$ cat config.mk
export PLATFORM = sky130hd
export DESIGN_NAME = wdt_keyed
export DESIGN_NICKNAME = d
export VERILOG_FILES = /design/src/rtl/wdt_pkg.sv /design/src/rtl/wdt_regif.sv /design/src/rtl/wdt_keyseq.sv /design/src/rtl/wdt_counter.sv /design/src/rtl/wdt_keyed.sv
export SDC_FILE = /design/constraint.sdc
export NUM_CORES = 1
export LEC_CHECK = 0
export BUFFER_PORTS_ARGS = -buffer_cell sky130_fd_sc_hd__clkbuf_2
export CAP_MARGIN = 20
export CORE_ASPECT_RATIO = 1.25
export CORE_UTILIZATION = 39
export CTS_CLUSTER_DIAMETER = 100
export DETAILED_ROUTE_END_ITERATION = 7
export SLEW_MARGIN = 20
export SYNTH_ARGS = -nofsm -noshare
export SYNTH_HDL_FRONTEND = slang
export SYNTH_HIERARCHICAL = 1
export SYNTH_SLANG_ARGS = --single-unit
$ cat constraint.sdc
create_clock -name clk -period 6.7 [get_ports clk]
set_input_delay 0.335 -clock clk [delete_from_list [all_inputs] [get_ports clk]]
set_output_delay 0.335 -clock clk [all_outputs]
set_load 0.05 [all_outputs]
$ cat src/rtl/wdt_pkg.sv
// Shared constants for the keyed watchdog: word addresses, key words,
// pending-bit positions and the key sequencer state type.
package wdt_pkg;
    localparam int ADDR_W = 3;
    localparam int PTV_W  = 3;
    localparam int PRE_W  = (1 << PTV_W) - 1;

    localparam logic [ADDR_W-1:0] A_REV   = 3'd0;
    localparam logic [ADDR_W-1:0] A_CTRL  = 3'd1;
    localparam logic [ADDR_W-1:0] A_STAT  = 3'd2;
    localparam logic [ADDR_W-1:0] A_LOAD  = 3'd3;
    localparam logic [ADDR_W-1:0] A_COUNT = 3'd4;
    localparam logic [ADDR_W-1:0] A_TRIG  = 3'd5;
    localparam logic [ADDR_W-1:0] A_KEY   = 3'd6;

    localparam logic [15:0] KEY_ARM_1 = 16'hBBBB;
    localparam logic [15:0] KEY_ARM_2 = 16'h4444;
    localparam logic [15:0] KEY_DIS_1 = 16'hAAAA;
    localparam logic [15:0] KEY_DIS_2 = 16'h5555;

    typedef enum logic [1:0] {
        KS_IDLE = 2'd0,
        KS_ARM  = 2'd1,
        KS_DIS  = 2'd2
    } key_state_t;
endpackage

$ cat src/rtl/wdt_regif.sv
// Posted register front end. A bus write is taken into a shadow copy and
// sets a pending flag. The copy is applied on the next tick and the flag
// clears. Assumes tick and bus_wr are single-cycle strobes.
module wdt_regif
    import wdt_pkg::*;
#(
    parameter int CNT_W  = 16,
    parameter int DATA_W = 32
) (
    input  logic              clk,
    input  logic              rst_n,
    input  logic              tick,
    input  logic              bus_wr,
    input  logic [ADDR_W-1:0] bus_addr,
    input  logic [DATA_W-1:0] bus_wdata,
    output logic              pre_en,
    output logic [PTV_W-1:0]  ptv,
    output logic [CNT_W-1:0]  load_q,
    output logic [CNT_W-1:0]  load_eff,
    output logic [DATA_W-1:0] trig_q,
    output logic              reload,
    output logic              key_fire,
    output logic [15:0]       key_word,
    output logic [4:0]        pend
);
    logic [PTV_W:0]    sh_ctrl, ctrl_q;
    logic [CNT_W-1:0]  sh_load;
    logic [DATA_W-1:0] sh_trig;
    logic [15:0]       sh_key;
    logic              p_ctrl, p_load, p_trig, p_key;

    // Control: capture when free, apply on tick
    always_ff @(posedge clk) begin
        if (!rst_n) begin
            sh_ctrl <= '0; ctrl_q <= '0; p_ctrl <= 1'b0;
        end else if (bus_wr && bus_addr == A_CTRL && !p_ctrl) begin
            sh_ctrl <= bus_wdata[5:2]; p_ctrl <= 1'b1;
        end else if (tick && p_ctrl) begin
            ctrl_q <= sh_ctrl; p_ctrl <= 1'b0;
        end
    end

    // Load: capture when free, apply on tick
    always_ff @(posedge clk) begin
        if (!rst_n) begin
            sh_load <= '0; load_q <= '0; p_load <= 1'b0;
        end else if (bus_wr && bus_addr == A_LOAD && !p_load) begin
            sh_load <= bus_wdata[CNT_W-1:0]; p_load <= 1'b1;
        end else if (tick && p_load) begin
            load_q <= sh_load; p_load <= 1'b0;
        end
    end

    // Trigger: capture when free, remember the applied value
    always_ff @(posedge clk) begin
        if (!rst_n) begin
            sh_trig <= '0; trig_q <= '0; p_trig <= 1'b0;
        end else if (bus_wr && bus_addr == A_TRIG && !p_trig) begin
            sh_trig <= bus_wdata; p_trig <= 1'b1;
        end else if (tick && p_trig) begin
            trig_q <= sh_trig; p_trig <= 1'b0;
        end
    end

    // Key: capture when free, hand to the sequencer on tick
    always_ff @(posedge clk) begin
        if (!rst_n) begin
            sh_key <= '0; p_key <= 1'b0;
        end else if (bus_wr && bus_addr == A_KEY && !p_key) begin
            sh_key <= bus_wdata[15:0]; p_key <= 1'b1;
        end else if (tick && p_key) begin
            p_key <= 1'b0;
        end
    end

    // Apply-time strobes and the effective load value for this tick
    always_comb begin
        pre_en   = ctrl_q[PTV_W];
        ptv      = ctrl_q[PTV_W-1:0];
        load_eff = (tick && p_load) ? sh_load : load_q;
        reload   = tick && p_trig && (sh_trig != trig_q);
        key_fire = tick && p_key;
        key_word = sh_key;
        pend     = {p_key, p_trig, p_load, 1'b0, p_ctrl};
    end
endmodule

$ cat src/rtl/wdt_keyseq.sv
// Key sequencer. Watches applied key words and sets or clears the armed
// flag on a complete ordered pair. A counter overflow also disarms.
module wdt_keyseq
    import wdt_pkg::*;
(
    input  logic        clk,
    input  logic        rst_n,
    input  logic        key_fire,
    input  logic [15:0] key_word,
    input  logic        ovf,
    output logic        armed
);
    key_state_t ks;

    // Sequence state and armed flag; overflow has the last word
    always_ff @(posedge clk) begin
        if (!rst_n) begin
            ks    <= KS_IDLE;
            armed <= 1'b0;
        end else begin
            if (key_fire) begin
                if (key_word == KEY_ARM_1)      ks <= KS_ARM;
                else if (key_word == KEY_DIS_1) ks <= KS_DIS;
                else                            ks <= KS_IDLE;
                if (ks == KS_ARM && key_word == KEY_ARM_2) armed <= 1'b1;
                if (ks == KS_DIS && key_word == KEY_DIS_2) armed <= 1'b0;
            end
            if (ovf) armed <= 1'b0;
        end
    end
endmodule

$ cat src/rtl/wdt_counter.sv
// Prescaler, up-counter and reset pulse stretcher. The counter steps on
// tick while armed, reloads on request, and starts a pulse of RST_CYC
// clocks when it passes all ones.
module wdt_counter
    import wdt_pkg::*;
#(
    parameter int CNT_W   = 16,
    parameter int RST_CYC = 8
) (
    input  logic             clk,
    input  logic             rst_n,
    input  logic             tick,
    input  logic             armed,
    input  logic             pre_en,
    input  logic [PTV_W-1:0] ptv,
    input  logic             reload,
    input  logic [CNT_W-1:0] load_val,
    output logic [CNT_W-1:0] count,
    output logic             ovf,
    output logic             wd_rst
);
    localparam int RC_W = $clog2(RST_CYC + 1);

    logic [PRE_W-1:0] pre_cnt, pre_top;
    logic [PRE_W:0]   pre_span;
    logic             adv;
    logic [RC_W-1:0]  rst_cnt;

    // Advance decision for this tick
    always_comb begin
        pre_span = ({{PRE_W{1'b0}}, 1'b1} << ptv) - 1'b1;
        pre_top  = pre_span[PRE_W-1:0];
        adv      = tick && armed && (!pre_en || pre_cnt == pre_top);
        ovf      = adv && (&count) && !reload;
    end

    // Prescaler: cleared by reload or while disarmed
    always_ff @(posedge clk) begin
        if (!rst_n || reload || !armed) pre_cnt <= '0;
        else if (tick && pre_en)        pre_cnt <= (pre_cnt == pre_top) ? '0 : pre_cnt + 1'b1;
    end

    // Main counter: reload wins over advance
    always_ff @(posedge clk) begin
        if (!rst_n)      count <= '0;
        else if (reload) count <= load_val;
        else if (adv)    count <= count + 1'b1;
    end

    // Reset pulse length counter
    always_ff @(posedge clk) begin
        if (!rst_n)             rst_cnt <= '0;
        else if (ovf)           rst_cnt <= RC_W'(RST_CYC);
        else if (rst_cnt != '0) rst_cnt <= rst_cnt - 1'b1;
    end

    assign wd_rst = (rst_cnt != '0);
endmodule

$ cat src/rtl/wdt_keyed.sv
// Keyed watchdog top. Joins the posted register front end, the key
// sequencer and the counter, and drives the read mux. Assumes a
// synchronous active-low reset and a one-cycle tick enable.
module wdt_keyed
    import wdt_pkg::*;
#(
    parameter int          CNT_W    = 16,
    parameter int          DATA_W   = 32,
    parameter int          RST_CYC  = 8,
    parameter logic [7:0]  REV_CODE = 8'h31
) (
    input  logic              clk,
    input  logic              rst_n,
    input  logic              tick,
    input  logic              bus_wr,
    input  logic [2:0]        bus_addr,
    input  logic [DATA_W-1:0] bus_wdata,
    output logic [DATA_W-1:0] bus_rdata,
    output logic              wd_rst
);
    logic             pre_en, reload, key_fire, armed, ovf;
    logic [PTV_W-1:0] ptv;
    logic [CNT_W-1:0] load_q, load_eff, count;
    logic [DATA_W-1:0] trig_q;
    logic [15:0]      key_word;
    logic [4:0]       pend;

    wdt_regif #(.CNT_W(CNT_W), .DATA_W(DATA_W)) u_regif (
        .clk(clk), .rst_n(rst_n), .tick(tick), .bus_wr(bus_wr),
        .bus_addr(bus_addr), .bus_wdata(bus_wdata), .pre_en(pre_en),
        .ptv(ptv), .load_q(load_q), .load_eff(load_eff), .trig_q(trig_q),
        .reload(reload), .key_fire(key_fire), .key_word(key_word), .pend(pend)
    );

    wdt_keyseq u_keyseq (
        .clk(clk), .rst_n(rst_n), .key_fire(key_fire), .key_word(key_word),
        .ovf(ovf), .armed(armed)
    );

    wdt_counter #(.CNT_W(CNT_W), .RST_CYC(RST_CYC)) u_counter (
        .clk(clk), .rst_n(rst_n), .tick(tick), .armed(armed), .pre_en(pre_en),
        .ptv(ptv), .reload(reload), .load_val(load_eff), .count(count),
        .ovf(ovf), .wd_rst(wd_rst)
    );

    // Read mux over the word map
    always_comb begin
        case (bus_addr)
            A_REV:   bus_rdata = DATA_W'(REV_CODE);
            A_CTRL:  bus_rdata = DATA_W'({pre_en, ptv, 2'b00});
            A_STAT:  bus_rdata = DATA_W'(pend);
            A_LOAD:  bus_rdata = DATA_W'(load_q);
            A_COUNT: bus_rdata = DATA_W'(count);
            A_TRIG:  bus_rdata = trig_q;
            default: bus_rdata = '0;
        endcase
    end
endmodule

# --- Word-level counts from Yosys, hierarchy flattened ---
# Cells that the tools add are included.
op_classes:
  add_sub_neg: 4
  multipliers: 0
  n_div: 0
  order_cmp: 0
  n_eq_ne: 14
  n_shift: 1
  mux: 19
  bitwise: 3
  n_reduce_logical: 45
ops:
  columns: ["op", "count"]
  rows:
  - ["case mux 32 bit (6 select lines)", 1]
  - ["2-to-1 mux 16 bit", 3]
  - ["equality test 16 x 15 -> 1 bit (second input constant)", 2]
  - ["equality test 16 bit (second input constant)", 2]
  - ["!= test 32 bit", 1]
  - ["logical AND 1 bit", 20]
  - ["adder 16 x 1 -> 16 bit (second input constant)", 1]
  - ["AND reduction 16 bit", 1]
  - ["nonzero test 2 bit", 7]
  - ["2-to-1 mux 1 bit", 10]
  - ["equality test 3 bit (second input constant)", 3]
  - ["logical NOT 1 bit", 8]
  - ["2-to-1 mux 4 bit", 2]
  - ["adder 7 x 1 -> 7 bit (second input constant)", 1]
  - ["equality test 7 bit", 1]
  - ["2-to-1 mux 7 bit", 1]
  - ["left shift 1 x 3 -> 7 bit (first input constant)", 1]
  - ["subtractor 7 x 1 -> 7 bit (second input constant)", 1]
  - ["equality test 3 x 2 -> 1 bit (second input constant)", 2]
  - ["AND reduction 2 bit", 3]
  - ["2-to-1 mux 2 bit", 2]
  - ["nonzero test 4 bit", 1]
  - ["subtractor 4 x 1 -> 4 bit (second input constant)", 1]
  - ["equality test 3 x 1 -> 1 bit (second input constant)", 1]
  - ["other kinds (6)", 10]
word_totals:
  reg_bits: 154
  latchBits: 0
  mem_bits_rw: 0
  romBits: 0
  in_bits: 39
  output_inout_bits: 33
  elab_cells: 103
  mem_count: 0

# --- Logic depth before layout (Yosys ltp) ---
logic_depth:
  word_depth: 8
  mapped_depth: 8

# --- By module ---
# The synthesis kept the hierarchy.
by_module_without_submodules:
  columns: ["mod", "n_inst", "cells_per_inst", "area_per_inst_um2"]
  rows:
  - ["wdt_regif", 1, 553, 5101.1]
  - ["wdt_counter", 1, 209, 1687.9]
  - ["wdt_keyed", 1, 79, 605.6]
  - ["wdt_keyseq", 1, 25, 227.7]

# --- Worst setup path after synthesis ---
# OpenSTA, ideal clock, no wires.
synth_path:
  kind: "input port to output port"
  from: "input port bus_addr[0]"
  to: "output port bus_rdata[4]"
  arrival_time_ns: 2.019
  t_required_ns: 6.365
  path_slack_ns: 4.346
  cell_stages: 4
  cell_sequence: "buf_6 > buf_8 > mux2i_1 > a222oi_1"
synth_between:
  elab_chain_cells: 2
synth_lines:
  columns: ["element", "line_no", "text"]
  rows:
  - ["start: declaration", "wdt_keyed.sv:16", "input logic [2:0] bus_addr,"]
  - ["equality test 3 bit, or another cell as far along", "wdt_keyed.sv:48", "case (bus_addr)"]
  - ["case mux 32 bit (6 select lines) *", "wdt_keyed.sv:48", null]
  - ["end: declaration", "wdt_keyed.sv:18", "output logic [DATA_W-1:0] bus_rdata,"]
# Every way passes the cells marked *; elsewhere a longest branch is shown, timed or not.

# --- Worst setup path in the final report ---
layout_path:
  from: "register u_regif.p_trig"
  to: "register u_counter.rst_cnt[1]"
layout_between:
  elab_chain_cells: 5
layout_lines:
  columns: ["element", "line_no", "text"]
  rows:
  - ["start: declaration", "wdt_regif.sv:30", "logic p_ctrl, p_load, p_trig, p_key;"]
  - ["start signal: assignment", "wdt_regif.sv:57", "sh_trig <= '0; trig_q <= '0; p_trig <= 1'b0;"]
  - ["start signal: assignment", "wdt_regif.sv:59", "sh_trig <= bus_wdata; p_trig <= 1'b1;"]
  - ["start signal: assignment", "wdt_regif.sv:61", "trig_q <= sh_trig; p_trig <= 1'b0;"]
  - ["logical AND 1 bit (2 in a row)", "wdt_regif.sv:81", "reload = tick && p_trig && (sh_trig != trig_q);"]
  - ["named net reload", "wdt_keyed.sv:21", "logic pre_en, reload, key_fire, armed, ovf;"]
  - ["logical NOT 1 bit", "wdt_counter.sv:34", "ovf = adv && (&count) && !reload;"]
  - ["logical AND 1 bit", "wdt_counter.sv:34", null]
  - ["OR reduction 2 bit (no line)", null, null]
  - ["end signal: assignment", "wdt_counter.sv:53", "else if (ovf) rst_cnt <= RC_W'(RST_CYC);"]
  - ["end signal: assignment", "wdt_counter.sv:54", "else if (rst_cnt != '0) rst_cnt <= rst_cnt - 1'b1;"]
  - ["end: declaration", "wdt_counter.sv:27", "logic [RC_W-1:0] rst_cnt;"]
# The timed path passes the listed nets, and every way through them passes these cells.
# A chain may end at the register's enable or synchronous reset.

==> flow_summary.toml <==
[yosys]
syn_area_sq_um = 7620
yosys.area_share.simple_pct = 24.0
synthMuxAreaShare_pct = 7.81
synth_xor_area_share_pct = 4.94
synthDistinctLibCells = 75
syn_inst = 866
synth_compound_area_share_pct = 17.0
synth_top_family_by_area = "simple AND/OR/NAND/NOR gates"
synthFlopType = "dfxtp_1"
postSynthAreaPerCell_sq_um = 8.80
ys_ff_latch = 154
synth_nets = 909
synth-async-reset-ratio_pct = 0
synth_top_area_cell = "dfxtp_1"
ys_top_cells_by_area = "dfxtp_1 40%, nand2_1 9.1%, mux2i_1 4.9%"
synth_seq_area_share_pct = 40.4
yosysWarnings = 6
synth_top_area_share_pct = 40.4
synth_edf_count = 0
synthAdderAreaFrac_pct = 0.657

[global_routing]
antenna_found_initial = 0
grt_max_degree = 86
overflow = 0
grt_pass1_vias = 5741
grt_pass1_wl_um = 31400
track_usage_pct = 20.3

[cts]
clockBufferDepth = 2
postCtsSetupBuffers = 0
clk_latency_ps = 430
holdBufCountCts = 0
cts_tree = "yes"
cts-resized-gates = 0
root_buffer = "clkbuf_16"
cts_buffers = 17
clk_pin_slew_ps = 70
h-tree-depth = 4
clock_sinks = 154

[sta]
finClkSkew_ps = 12.9
drv_slew = 0
setup_viol = 0
fmax_mhz = 363
hold_viol_final = 0
worst_slack_ps = 3950
min_period_ps = 2750
worst_pin_slew_ps = 970
max_slew_margin_pct = 35.3
rsz0062_at_grt = "false"
fin_crit_sh_pct = 41.1
setup_tns_ps = 0

[worst_setup_path]
cp_max_fo = 33
critPathLaunchType = "flip-flop"
critPathKind = "reg -> reg"
required_ps = 7040
rr_worst_depth = 7
critical_path_arrival_ps = 3090
regToRegEndpoint = "u_counter/rst_cnt[1]"
reg2reg_slack_ps = 3950
r2r_start = "u_regif/p_trig"
cp_num_buf_inv = 2
max_stage_delay_ps = 580
crit_family = "compound AO/OA/AOI/OAI gates"
slowest_stage = "a21oi_1"
path_cells = "nand2_1, buf_4, a21oi_1, inv_1, nand4_1, o21ai_0, a211oi_1"
crit_path_end_kind = "flip-flop"

[layout]
register_area_sq_um = 3080
layout_common_cells = "185 x nand2_1, 154 x dfxtp_1, 70 x clkbuf_2"
antennaDiodeCount = 0
final_common_cell = "nand2_1"
fin_nets = 949
area_growth_pct = 13.3
multi_input_comb_area_sq_um = 4160
drive_gt1_share_pct = 15.7
fillers = 1871

[placed_design]
port_buffers = 71
hpwl_um = 13500
dpl_worst_slack_ps = 3730
gp_congestion = 0.777

[die]
row_count = 56
core_area_sq_um = 19000
dieArea_sq_um = 20100
die_y_um = 158
io_pins = 72
die_w_um = 127
start_util_pct = 40.1

[min_path]
min_path_type = "in -> reg"
min_from = "bus_wdata[21]"
min_to = "u_regif/sh_trig[21]"
hold_path_depth = 3

[routing]
dr.pass1.iters = 5
ant_nets = 0
vias = 6106
drt_iter0_markers = 291
drt-total-wl_um = 19500
drc = 0
avgViaCountPerCell = 5.17
avgRoutedWirePerCell_um = 16.5

[power_and_ir_drop]
leakage_nw = 3.16
ir_drop_v = 0.000176
p_per_area_nw_per_um2 = 247

[run_status]
status = "finished, final reports clean"

[job]
cap_violations = 0
## registers in the layout (all words and copies together) (netlist names)
signal and count:
u_regif/p_key 1, u_regif/sh_ctrl 4, u_regif/p_trig 1, u_keyseq/ks 2, u_regif/ctrl_q 4, u_regif/load_q 16
u_counter/count 16, u_regif/sh_trig 32, u_regif/sh_load 16, u_regif/p_ctrl 1, u_counter/pre_cnt 7, u_regif/key_word 16
u_regif/p_load 1, u_keyseq/armed 1, u_counter/rst_cnt 4, u_regif/trig_q 32
## worst register-to-register path, stage by stage (launching register included)
cell,delay (ps)
dfxtp_1,460
nand2_1,90
buf_4,260
a21oi_1,590
inv_1,580
nand4_1,270
o21ai_0,150
a211oi_1,260
## power by group
group	internal (mW)	switching, mW	total (mW)
logic	0.0746	0.121	0.196
clock network	0.562	0.418	0.981
registers	0.938	0.0181	0.956
total	1.57	0.558	2.13
## cell families after synthesis
family                   Yosys count
AO/OA/AOI/OAI                    173
flip-flops                       154
other                              1
AND/OR/NAND/NOR                  362
XOR/XNOR                          43
buffers and inverters             72
multiplexers                      57
adder cells (fa/ha/maj)            4
## layer usage
| layer | track usage [%] | wire, um | up-vias |
|---|---|---|---|
| met1 | 25.9 | 8990 | 2878 |
| met2 | 33.7 | 9230 | 120 |
| met5 | 0 | 0 | - |
| li1 | - | - | 3082 |
| met3 | 3.43 | 684 | 26 |
| met4 | 9.24 | 563 | 0 |
## through the flow
step | power, mW | utilization, % | std cells | instance area (sq um) | hold WS, ps
after global routing | 2.21 | 45.5 | 1180 | 8640 | 117
after CTS | 2.16 | 45.5 | 1180 | 8640 | 96.9
final | 2.13 | 45.5 | 1180 | 8640 | 120
after detailed placement | 1.17 | 42.3 | 1148 | 8040 | 463
after floorplan | 1.12 | - | 866 | 7620 | 439
after global placement | 1.17 | 42.3 | 1148 | 8040 | 455
## final cells by class
cell class                 instances  area share (%)
timing repair buffer              78            4.75
sequential                       154            35.7
multi-input combinational        640            48.2
clock inverter                    15            2.01
tap                              261            3.78
inverter                          15           0.652
clock buffer                      17            4.92
## synthesized netlist by cell type (12+ instances only)
master / count
a21boi_0: 48
a21boi_1: 38
a31oi_1: 13
and2_1: 21
and3_1: 28
buf_2: 13
clkbuf_1: 26
dfxtp_1: 154
inv_1: 15
mux2_2: 20
mux2i_1: 37
nand2_1: 185
nand3_1: 26
nand4_1: 12
nor2_1: 17
nor2b_1: 26
o21ai_0: 19
xnor2_1: 37
## how the worst max path moves through the flow
stage	startpoint	depth (start not counted)	to
2_1_floorplan	bus_addr[0]	4	bus_rdata[4]
3_3_place_gp	tick	8	u_counter/rst_cnt[1]
3_5_place_dp	tick	8	u_counter/rst_cnt[1]
4_1_cts	u_regif/p_trig	7	u_counter/rst_cnt[1]
5_1_grt	u_regif/p_trig	7	u_counter/rst_cnt[1]
6_report	u_regif/p_trig	7	u_counter/rst_cnt[1]
(Power assumes the default switching activity.)
